$ cat config.mk
export PLATFORM = sky130hd
export DESIGN_NAME = bsa_engine
export DESIGN_NICKNAME = d
export VERILOG_FILES = /design/src/rtl/bsa_pkg.sv /design/src/rtl/bsa_lane.sv /design/src/rtl/bsa_array.sv /design/src/rtl/bsa_seq.sv /design/src/rtl/bsa_engine.sv
export SDC_FILE = /design/constraint.sdc
export NUM_CORES = 1
export LEC_CHECK = 0
export BUFFER_PORTS_ARGS = -buffer_cell sky130_fd_sc_hd__buf_4
export CAP_MARGIN = 5
export CORE_MARGIN = 2
export CORE_UTILIZATION = 45
export CTS_BUF_LIST = sky130_fd_sc_hd__clkbuf_4
export CTS_CLUSTER_DIAMETER = 200
export DETAILED_ROUTE_END_ITERATION = 10
export PLACE_DENSITY = 0.67
export SYNTH_ARGS = -nofsm -noshare
export SYNTH_HDL_FRONTEND = slang
export SYNTH_SLANG_ARGS = --single-unit
$ cat constraint.sdc
create_clock -name clk -period 5.7 [get_ports clk]
set_input_delay 0.285 -clock clk [delete_from_list [all_inputs] [get_ports clk]]
set_output_delay 0.285 -clock clk [all_outputs]
set_load 0.01 [all_outputs]
$ cat src/rtl/bsa_pkg.sv
package bsa_pkg;
  typedef enum logic [1:0] {
    ST_IDLE  = 2'd0,
    ST_SENSE = 2'd1,
    ST_WRITE = 2'd2
  } bsa_state_e;
endpackage

$ cat src/rtl/bsa_lane.sv
module bsa_lane (
  input  logic a_bit,
  input  logic b_bit,
  input  logic c_bit,
  input  logic sub,
  output logic s_bit,
  output logic c_out
);
  logic diff_ab;
  assign diff_ab = a_bit ^ b_bit;
  assign s_bit   = diff_ab ^ c_bit;
  always_comb begin
    if (sub) c_out = (~a_bit & b_bit) | (~diff_ab & c_bit);
    else     c_out = (a_bit & b_bit) | (diff_ab & c_bit);
  end
endmodule

$ cat src/rtl/bsa_array.sv
module bsa_array #(
  parameter int LANES = 8,
  parameter int ROWS  = 32,
  localparam int AW   = $clog2(ROWS)
) (
  input  logic             clk,
  input  logic             rst_n,
  input  logic             host_we,
  input  logic             host_re,
  input  logic [AW-1:0]    host_addr,
  input  logic [LANES-1:0] host_wdata,
  output logic [LANES-1:0] host_rdata,
  input  logic [AW-1:0]    sa_addr,
  input  logic [AW-1:0]    sb_addr,
  output logic [LANES-1:0] sense_a,
  output logic [LANES-1:0] sense_b,
  output logic [LANES-1:0] sense_c,
  input  logic             bit_we,
  input  logic [AW-1:0]    bit_addr,
  input  logic [LANES-1:0] bit_data,
  input  logic             top_we,
  input  logic [AW-1:0]    top_addr,
  input  logic [LANES-1:0] top_data,
  input  logic             cy_clr,
  input  logic             cy_we,
  input  logic [LANES-1:0] cy_data
);
  logic [LANES-1:0] cells [ROWS];
  logic [LANES-1:0] cy_row;

  assign sense_a = cells[sa_addr];
  assign sense_b = cells[sb_addr];
  assign sense_c = cy_row;

  always_ff @(posedge clk) begin
    if (host_we) cells[host_addr] <= host_wdata;
    if (bit_we)  cells[bit_addr]  <= bit_data;
    if (top_we)  cells[top_addr]  <= top_data;
  end

  always_ff @(posedge clk or negedge rst_n) begin
    if (!rst_n)      cy_row <= '0;
    else if (cy_clr) cy_row <= '0;
    else if (cy_we)  cy_row <= cy_data;
  end

  always_ff @(posedge clk or negedge rst_n) begin
    if (!rst_n)       host_rdata <= '0;
    else if (host_re) host_rdata <= cells[host_addr];
  end
endmodule

$ cat src/rtl/bsa_seq.sv
module bsa_seq
  import bsa_pkg::*;
#(
  parameter int WMAX = 8,
  parameter int ROWS = 32,
  localparam int AW  = $clog2(ROWS),
  localparam int WW  = $clog2(WMAX + 1)
) (
  input  logic          clk,
  input  logic          rst_n,
  input  logic          start,
  input  logic          op_sub,
  input  logic [AW-1:0] a_base,
  input  logic [AW-1:0] b_base,
  input  logic [AW-1:0] r_base,
  input  logic [WW-1:0] width,
  output logic          busy,
  output logic          sense_en,
  output logic          write_en,
  output logic          last,
  output logic          cy_clr,
  output logic          op_q,
  output logic [AW-1:0] a_addr,
  output logic [AW-1:0] b_addr,
  output logic [AW-1:0] w_addr,
  output logic [AW-1:0] top_addr
);
  bsa_state_e    state;
  logic [WW-1:0] idx, w_q;
  logic [AW-1:0] a_q, b_q, r_q;
  logic          cmd_ok;

  assign cmd_ok   = start && (state == ST_IDLE) && (width != '0) && (width <= WW'(WMAX));
  assign busy     = (state != ST_IDLE);
  assign sense_en = (state == ST_SENSE);
  assign write_en = (state == ST_WRITE);
  assign cy_clr   = cmd_ok;
  assign last     = (idx == w_q - 1'b1);
  assign a_addr   = a_q + AW'(idx);
  assign b_addr   = b_q + AW'(idx);
  assign w_addr   = r_q + AW'(idx);
  assign top_addr = r_q + AW'(w_q);

  always_ff @(posedge clk or negedge rst_n) begin
    if (!rst_n) begin
      state <= ST_IDLE;
      idx   <= '0;
      w_q   <= '0;
      a_q   <= '0;
      b_q   <= '0;
      r_q   <= '0;
      op_q  <= 1'b0;
    end else begin
      case (state)
        ST_IDLE: if (cmd_ok) begin
          state <= ST_SENSE;
          idx   <= '0;
          w_q   <= width;
          a_q   <= a_base;
          b_q   <= b_base;
          r_q   <= r_base;
          op_q  <= op_sub;
        end
        ST_SENSE: state <= ST_WRITE;
        ST_WRITE: begin
          if (last) state <= ST_IDLE;
          else begin
            idx   <= idx + 1'b1;
            state <= ST_SENSE;
          end
        end
        default: state <= ST_IDLE;
      endcase
    end
  end
endmodule

$ cat src/rtl/bsa_engine.sv
module bsa_engine #(
  parameter int LANES = 8,
  parameter int ROWS  = 32,
  parameter int WMAX  = 8,
  localparam int AW   = $clog2(ROWS),
  localparam int WW   = $clog2(WMAX + 1)
) (
  input  logic             clk,
  input  logic             rst_n,
  input  logic             start,
  input  logic             op_sub,
  input  logic [AW-1:0]    a_base,
  input  logic [AW-1:0]    b_base,
  input  logic [AW-1:0]    r_base,
  input  logic [WW-1:0]    width,
  output logic             busy,
  input  logic             mem_en,
  input  logic             mem_we,
  input  logic [AW-1:0]    mem_addr,
  input  logic [LANES-1:0] mem_wdata,
  output logic [LANES-1:0] mem_rdata
);
  logic             sense_en, write_en, last, cy_clr, op_q;
  logic [AW-1:0]    a_addr, b_addr, w_addr, top_addr;
  logic [LANES-1:0] sense_a, sense_b, sense_c;
  logic [LANES-1:0] sum_now, cout_now, sum_q, cout_q;
  logic             host_we, host_re;

  assign host_we = mem_en &  mem_we & ~busy;
  assign host_re = mem_en & ~mem_we & ~busy;

  bsa_seq #(.WMAX(WMAX), .ROWS(ROWS)) u_seq (
    .clk(clk), .rst_n(rst_n), .start(start), .op_sub(op_sub),
    .a_base(a_base), .b_base(b_base), .r_base(r_base), .width(width),
    .busy(busy), .sense_en(sense_en), .write_en(write_en), .last(last),
    .cy_clr(cy_clr), .op_q(op_q), .a_addr(a_addr), .b_addr(b_addr),
    .w_addr(w_addr), .top_addr(top_addr)
  );

  bsa_array #(.LANES(LANES), .ROWS(ROWS)) u_array (
    .clk(clk), .rst_n(rst_n),
    .host_we(host_we), .host_re(host_re), .host_addr(mem_addr),
    .host_wdata(mem_wdata), .host_rdata(mem_rdata),
    .sa_addr(a_addr), .sb_addr(b_addr),
    .sense_a(sense_a), .sense_b(sense_b), .sense_c(sense_c),
    .bit_we(write_en), .bit_addr(w_addr), .bit_data(sum_q),
    .top_we(write_en & last), .top_addr(top_addr), .top_data(cout_q),
    .cy_clr(cy_clr), .cy_we(write_en), .cy_data(cout_q)
  );

  for (genvar g = 0; g < LANES; g++) begin : g_lane
    bsa_lane u_lane (
      .a_bit(sense_a[g]), .b_bit(sense_b[g]), .c_bit(sense_c[g]),
      .sub(op_q), .s_bit(sum_now[g]), .c_out(cout_now[g])
    );
  end

  always_ff @(posedge clk or negedge rst_n) begin
    if (!rst_n) begin
      sum_q  <= '0;
      cout_q <= '0;
    end else if (sense_en) begin
      sum_q  <= sum_now;
      cout_q <= cout_now;
    end
  end
endmodule

Yosys cells after proc, flatten, opt, wreduce, memory -nomap -nowiden. Memories as Yosys holds them, arrays and structs flattened. A register that Yosys moved wholly into a read port is not among the register bits. Cells that the tools add are included.

Register bits: 50. Bits in writable memories: 256. Input port bits: 38. Memories: 1.

Memories: u_array.cells (depth 32, width 8, rd ports 3, clocked after Yosys merged registers in 1, write ports 2, line bsa_array.sv:28) `logic [LANES-1:0] cells [ROWS];`.

Add/subtract/negate cells: 6. Magnitude comparators: 1. Eq/ne operators: 5. Muxes and demuxes: 25. Bitwise operators: 87. Reduce and logical (&&, ||, !) cells: 12.

Operators by type and width (count): bitwise AND 1 bit (37); two-way mux 8 bit (3); adder 5 x 4 -> 5 bit (4); inverter 1 bit (18); two-way mux 1 bit (16); bitwise OR 1 bit (16); XOR 1 bit (16); two-way mux 4 bit (2); case mux 4 bit (2 select lines) (1); OR reduction 8 bit (1); case mux 2 bit (3 select lines) (1); nonzero test 2 bit (3); two-way mux 5 bit (1); adder 4 x 1 -> 4 bit, second input constant (1); equality test 4 bit (1); less-or-equal comparator 4 bit, second input constant (1); != test 2 bit, second input constant (2); nonzero test 4 bit (1); subtractor 4 x 1 -> 4 bit, second input constant (1); logical AND 1 bit (3); AND reduction 3 bit (1); equality test 2 x 1 -> 1 bit, second input constant (1); equality test 2 bit, second input constant (1); logical NOT 2 bit (1); other kinds (3) (3).

Depth between registers and ports, before layout. An unclocked memory read counts as a cell.

Word-level depth: 7. Depth in mapped cells: 12.

Modules after synthesis. From an unflattened synthesis, not the netlist that was laid out.

Cell total of the unflattened synthesis: 2022. Area total of the unflattened synthesis: 23817.8 µm².

By module, submodules not included: bsa_array (times used 1, cells an instance 1814, area an instance 20937.6 µm², sequential area each 8087.8 µm²); bsa_seq (times used 1, cells an instance 131, area an instance 1707.9 µm², sequential area each 650.6 µm²); bsa_engine (times used 1, cells an instance 37, area an instance 671.9 µm², sequential area each 400.4 µm²); bsa_lane (times used 8, cells an instance 5, area an instance 62.6 µm², sequential area each 0.0 µm²).

Worst setup path before layout. OpenSTA, ideal clock, no wires.

Kind: reg-to-reg. Start: register u_seq.idx[0]. End: register sum_q[0]. Arrival: 3.263 ns. Setup slack: 2.313 ns. Cell stages (with the launch flop): 12. Path buffers: 2. Cell sequence: dfrtp_1 > ha_1 > inv_1 > fa_1 > clkbuf_1 > clkbuf_1 > mux4_2 > o21ai_0 > nand3_1 > and4_1 > fa_1 > mux2_2.

Cells in the longest elaborated chain, start to end: 4. Elaborated cells between the ends (all ways): 5.

Ends and longest elaborated chain: start, declared (line bsa_seq.sv:29) `logic [WW-1:0] idx, w_q;`; start signal, assigned (line bsa_seq.sv:68) `idx <= idx + 1'b1;`; adder 5 x 4 -> 5 bit, on equally long branches (line bsa_seq.sv:39, bsa_seq.sv:40); memory read (32 x 8 bit) (*); XOR 1 bit (*) (line bsa_lane.sv:10) `assign diff_ab = a_bit ^ b_bit;`; XOR 1 bit (*) (line bsa_lane.sv:11) `assign s_bit = diff_ab ^ c_bit;`; named net g_lane[0].u_lane.s_bit (line bsa_lane.sv:6) `output logic s_bit,`; end signal, assigned (line bsa_engine.sv:63) `sum_q <= sum_now;`; end, declared (line bsa_engine.sv:26) `logic [LANES-1:0] sum_now, cout_now, sum_q, cout_q;`.

The timed path passes the listed nets; every way through them passes the cells marked *. A chain may end at the register's enable or synchronous reset.

Worst setup path after layout.
Start: register u_seq.idx[0]. End: register sum_q[4].

Cells in the longest elaborated chain, start to end: 4. Elaborated cells between the ends (all ways): 5.

Ends and longest elaborated chain (line): adder 5 x 4 -> 5 bit, on equally long branches (bsa_seq.sv:39, bsa_seq.sv:40); memory read (32 x 8 bit) (*); XOR 1 bit (*) (bsa_lane.sv:10); XOR 1 bit (*) (bsa_lane.sv:11); named net g_lane[4].u_lane.s_bit (bsa_lane.sv:6).

Marks and branches as above.

==> out/metrics.csv <==
stage,metric,value,unit
die,die extent in x,224,microns
global_routing,vias in the first global route,16675,
global_routing,maximum number of pins on one net before global-route repair,59,
yosys,count of flip-flops with a built-in enable after synthesis,256,
routing,count of unresolved DRC violations after routing,0,
power,internal cell power,7940,uW
worst_setup_path,type of element launching the critical path,flip-flop,
yosys,fraction of post-synthesis cell area in the top cell type by area,0.354,
worst_setup_path,Worst Path Arrival,5.15,ns
yosys,dominant synthesized flop cell,sky130_fd_sc_hd__edfxtp_1,
power,switching share of power,0.475,
global_routing,all-layer global routing usage,0.322,
global_routing,met2 Resource Use GR,0.473,
job,count of maximum capacitance violations,0,
timing,final critical-path setup slack,1.24,ns
clock_network,clock tree from TritonCTS,yes,
clock_network,latest clock arrival within the worst-skew pair,0.85,ns
yosys,most area-hungry cell type in the Yosys netlist,sky130_fd_sc_hd__edfxtp_1,
die,Die ar.,50000,sq um
worst_setup_path,maximum fanout count along the critical path,52,
timing,Slew HR,0.131,
clock_network,count of instances resized after the clock tree is built,0,
power,clock group share of total power,0.142,
timing,unrepaired setup endpoints after global routing,no,
cells_and_area,fraction of layout instances using a drive strength above 1,0.375,
timing,maximum clock frequency,0.224,GHz
clock_network,Root Buffer,sky130_fd_sc_hd__clkbuf_4,
clock_network,"buffers from clock root to sink, at most",3,
power,Power per Cell Area,630,nW/um^2
yosys,flip-flop and latch count after synthesis,314,
power,Logic pwr share,0.620,
placed_design,pre-CTS WS,1.38,ns
die,initial cell density of the core,0.455,
yosys,number of nets in the synthesized netlist,1800,
timing,number of max-slew violations in the final report,0,
placed_design,GP Congestion,0.987,
routing,post-detailed-routing wire length,79700,microns
power,sequential fraction of design power,0.238,
placed_design,Buffers on Ports,46,
yosys,top cells by area in the synthesized netlist,"sky130_fd_sc_hd__edfxtp_1 (35%), sky130_fd_sc_hd__mux2_2 (14%), sky130_fd_sc_hd__mux4_2 (13%), sky130_fd_sc_hd__dfrtp_1 (6.7%), sky130_fd_sc_hd__mux2i_1 (6.5%)",
cells_and_area,number of nets at the end of the flow,1836,
die,IO Count,47,
routing,detailed-route via count,16987,
timing,Worst-Margin Slew,1.30,ns
clock_network,sinks on the clock net,314,
routing,detail-routed net length per standard cell,32.6,microns
worst_setup_path,Worst Setup End Kind,flip-flop,
power,leakage power of the design,0.00867,uW
status,outcome,completed,
yosys,leading post-synthesis cells by instance count,"sky130_fd_sc_hd__mux2_2 (264), sky130_fd_sc_hd__edfxtp_1 (256), sky130_fd_sc_hd__mux2i_1 (141)",
hold_path,Tightest Hold Check Type,in -> reg,
clock_network,CTS buffer count,86,
worst_setup_path,type of the worst setup path,reg -> reg,
global_routing,Overflow after GRT,0,
timing,setup TNS,0,ns
timing,Finish-stage setup viols,0,
yosys,share of the yosys chip area belonging to registers,0.421,
timing,hold slack,0.0607,ns
die,die outline height,224,microns
cells_and_area,area overhead of the layout relative to synthesis,10.8,%
global_routing,wire length of the first global-routing pass,116000,microns
timing,fin crit share,0.782,
global_routing,antenna violations before repair,3,
timing,Post-Route Skew,0.0439,ns
worst_setup_path,required time worst endpoint,6.39,ns
yosys,asr flop ratio synth,0.185,
timing,Final min period,4.46,ns
clock_network,clock edge transition at the registers on the reported setup and hold paths,0.07,ns
yosys,number of synthesis warnings,0,
yosys,mapped cell area,21700,sq um
global_routing,M1 GR Usage,0.437,
die,Placeable Area,47600,sq um
global_routing,global routing usage on met3,0.103,
yosys,Gate Count Post-Synth,1724,
yosys,mean instance size in the synthesized netlist,12.6,sq um
routing,drt first-iter violations,2768,
routing,vias per cell,6.95,
routing,number of nets with antenna violations after routing,0,
timing,number of endpoints with negative hold slack in the final report,0,
global_routing,most used routing layer in global routing,met2,
clock_network,number of H-tree levels,3,
routing,iteration count of the initial detailed-routing pass,6,
placed_design,HPWL after detailed placement,53000,microns
yosys,most frequently used cell type in the post-synthesis netlist,sky130_fd_sc_hd__mux2_2,
power,peak ir drop on the vdd network,0.599,mV
die,row count,80,
yosys,distinct cell type count of the synthesized netlist,56,
power,net switching power of the design,7200,uW
## metrics by stage
step / area, sq um / cells / util / total power, uW
floorplan: 21700 / 1724 / - / 9540
global placement: 22700 / 2266 / 0.476 / 12500
global route: 24000 / 2445 / 0.504 / 15800
detailed placement: 22700 / 2266 / 0.476 / 12700
finish: 24000 / 2445 / 0.504 / 15100
CTS: 24000 / 2444 / 0.504 / 14900
## layout make-up
| type | instances | area (sq um) |
|---|---|---|
| well taps | 615 | 769 |
| diodes | 1 | 2.50 |
| fillers | 4148 | 23600 |
| inverters | 13 | 48.8 |
| clock buffers | 136 | 1020 |
| repair buffers | 115 | 957 |
| flip-flops and latches | 314 | 9150 |
| multi-input cells | 1230 | 12000 |
| clock inverters | 21 | 109 |
## what timing repair did
| item | in CTS | in global routing |
|---|---|---|
| hold buffers | 21 | 0 |
| buffers inserted | 0 | 0 |
| hold endpoints to repair | 78 | 0 |
## worst max-delay path, stage by stage (launching register included)
cell	delay, ns
sky130_fd_sc_hd__dfrtp_1	0.56
sky130_fd_sc_hd__ha_4	0.20
sky130_fd_sc_hd__inv_1	0.05
sky130_fd_sc_hd__fa_4	1.39
sky130_fd_sc_hd__buf_4	0.34
sky130_fd_sc_hd__mux4_2	0.31
sky130_fd_sc_hd__nand3_1	0.10
sky130_fd_sc_hd__nand3_1	0.20
sky130_fd_sc_hd__and4_1	0.35
sky130_fd_sc_hd__fa_1	0.46
sky130_fd_sc_hd__mux2_2	0.27
## per-layer routing
metal  wire, microns  part of all wire
met3           10800              0.14
met4            3510             0.044
met2           34800              0.44
met1           30700              0.38
met5              10           0.00013
## cells in the final DEF, fill, tap and decap left out, types with 13 or more instances in the layout
master	count
sky130_fd_sc_hd__o21ai_0	94
sky130_fd_sc_hd__a22oi_1	34
sky130_fd_sc_hd__a21oi_1	38
sky130_fd_sc_hd__nor2_1	15
sky130_fd_sc_hd__inv_1	13
sky130_fd_sc_hd__and4_1	16
sky130_fd_sc_hd__fa_1	18
sky130_fd_sc_hd__mux4_2	128
sky130_fd_sc_hd__nand2_1	121
sky130_fd_sc_hd__nand4_1	24
sky130_fd_sc_hd__clkbuf_4	136
sky130_fd_sc_hd__nand3_2	16
sky130_fd_sc_hd__mux2_2	264
sky130_fd_sc_hd__clkinv_1	15
sky130_fd_sc_hd__o21bai_1	16
sky130_fd_sc_hd__dfrtp_1	53
sky130_fd_sc_hd__a22o_1	16
sky130_fd_sc_hd__ha_1	16
sky130_fd_sc_hd__buf_4	90
sky130_fd_sc_hd__dlygate4sd3_1	21
sky130_fd_sc_hd__nand3_1	122
sky130_fd_sc_hd__a221oi_1	16
sky130_fd_sc_hd__and3_1	14
sky130_fd_sc_hd__edfxtp_1	256
sky130_fd_sc_hd__mux2i_1	141
## kinds of logic after synthesis
logic type / after synthesis / synth area share
and+or+nand+nor: 373 / 0.0905
DFF: 314 / 0.421
AOI/OAI and AO/OA: 264 / 0.0812
buffers and inverters: 180 / 0.0340
muxes: 533 / 0.335
adders and majority gates: 38 / 0.0288
xor gates and xnor gates: 22 / 0.00951
## state kept, by name, indices dropped and copies added (netlist names)
name,cells
u_seq.b_q,5
u_seq.a_q,5
u_array.cells,256
u_array.sense_c,8
u_seq.w_q,4
u_seq.op_q,1
cout_q,8
u_seq.r_q,5
u_seq.idx,4
sum_q,8
u_array.host_rdata,8
u_seq.state,2
## power by group through the flow
stage | sequential (uW) | clock, uW | combinational [uW]
6_report | 3600 | 2150 | 9390
4_1_cts | 3570 | 2170 | 9130
3_5_place_dp | 3610 | 0 | 9080
5_1_grt | 3620 | 2290 | 9880
3_3_place_gp | 3600 | 0 | 8910
2_1_floorplan | 3230 | 0 | 6310
## final timing paths
check                                             end  depth (start not counted)                  start  slack [ns]
worst max-delay path                         sum_q[4]                         10           u_seq.idx[0]        1.24
worst min-delay path            u_array.host_rdata[4]                          5            mem_addr[4]        0.06
worst max register to register               sum_q[4]                         10           u_seq.idx[0]        1.24
worst min register to register  u_array.host_rdata[0]                          2  u_array.host_rdata[0]        0.51
max in group asynchronous                   cout_q[7]                          2                  rst_n        4.95
min in group asynchronous                u_seq.r_q[2]                          2                  rst_n        0.10
Power figures use the tool's default switching activity.
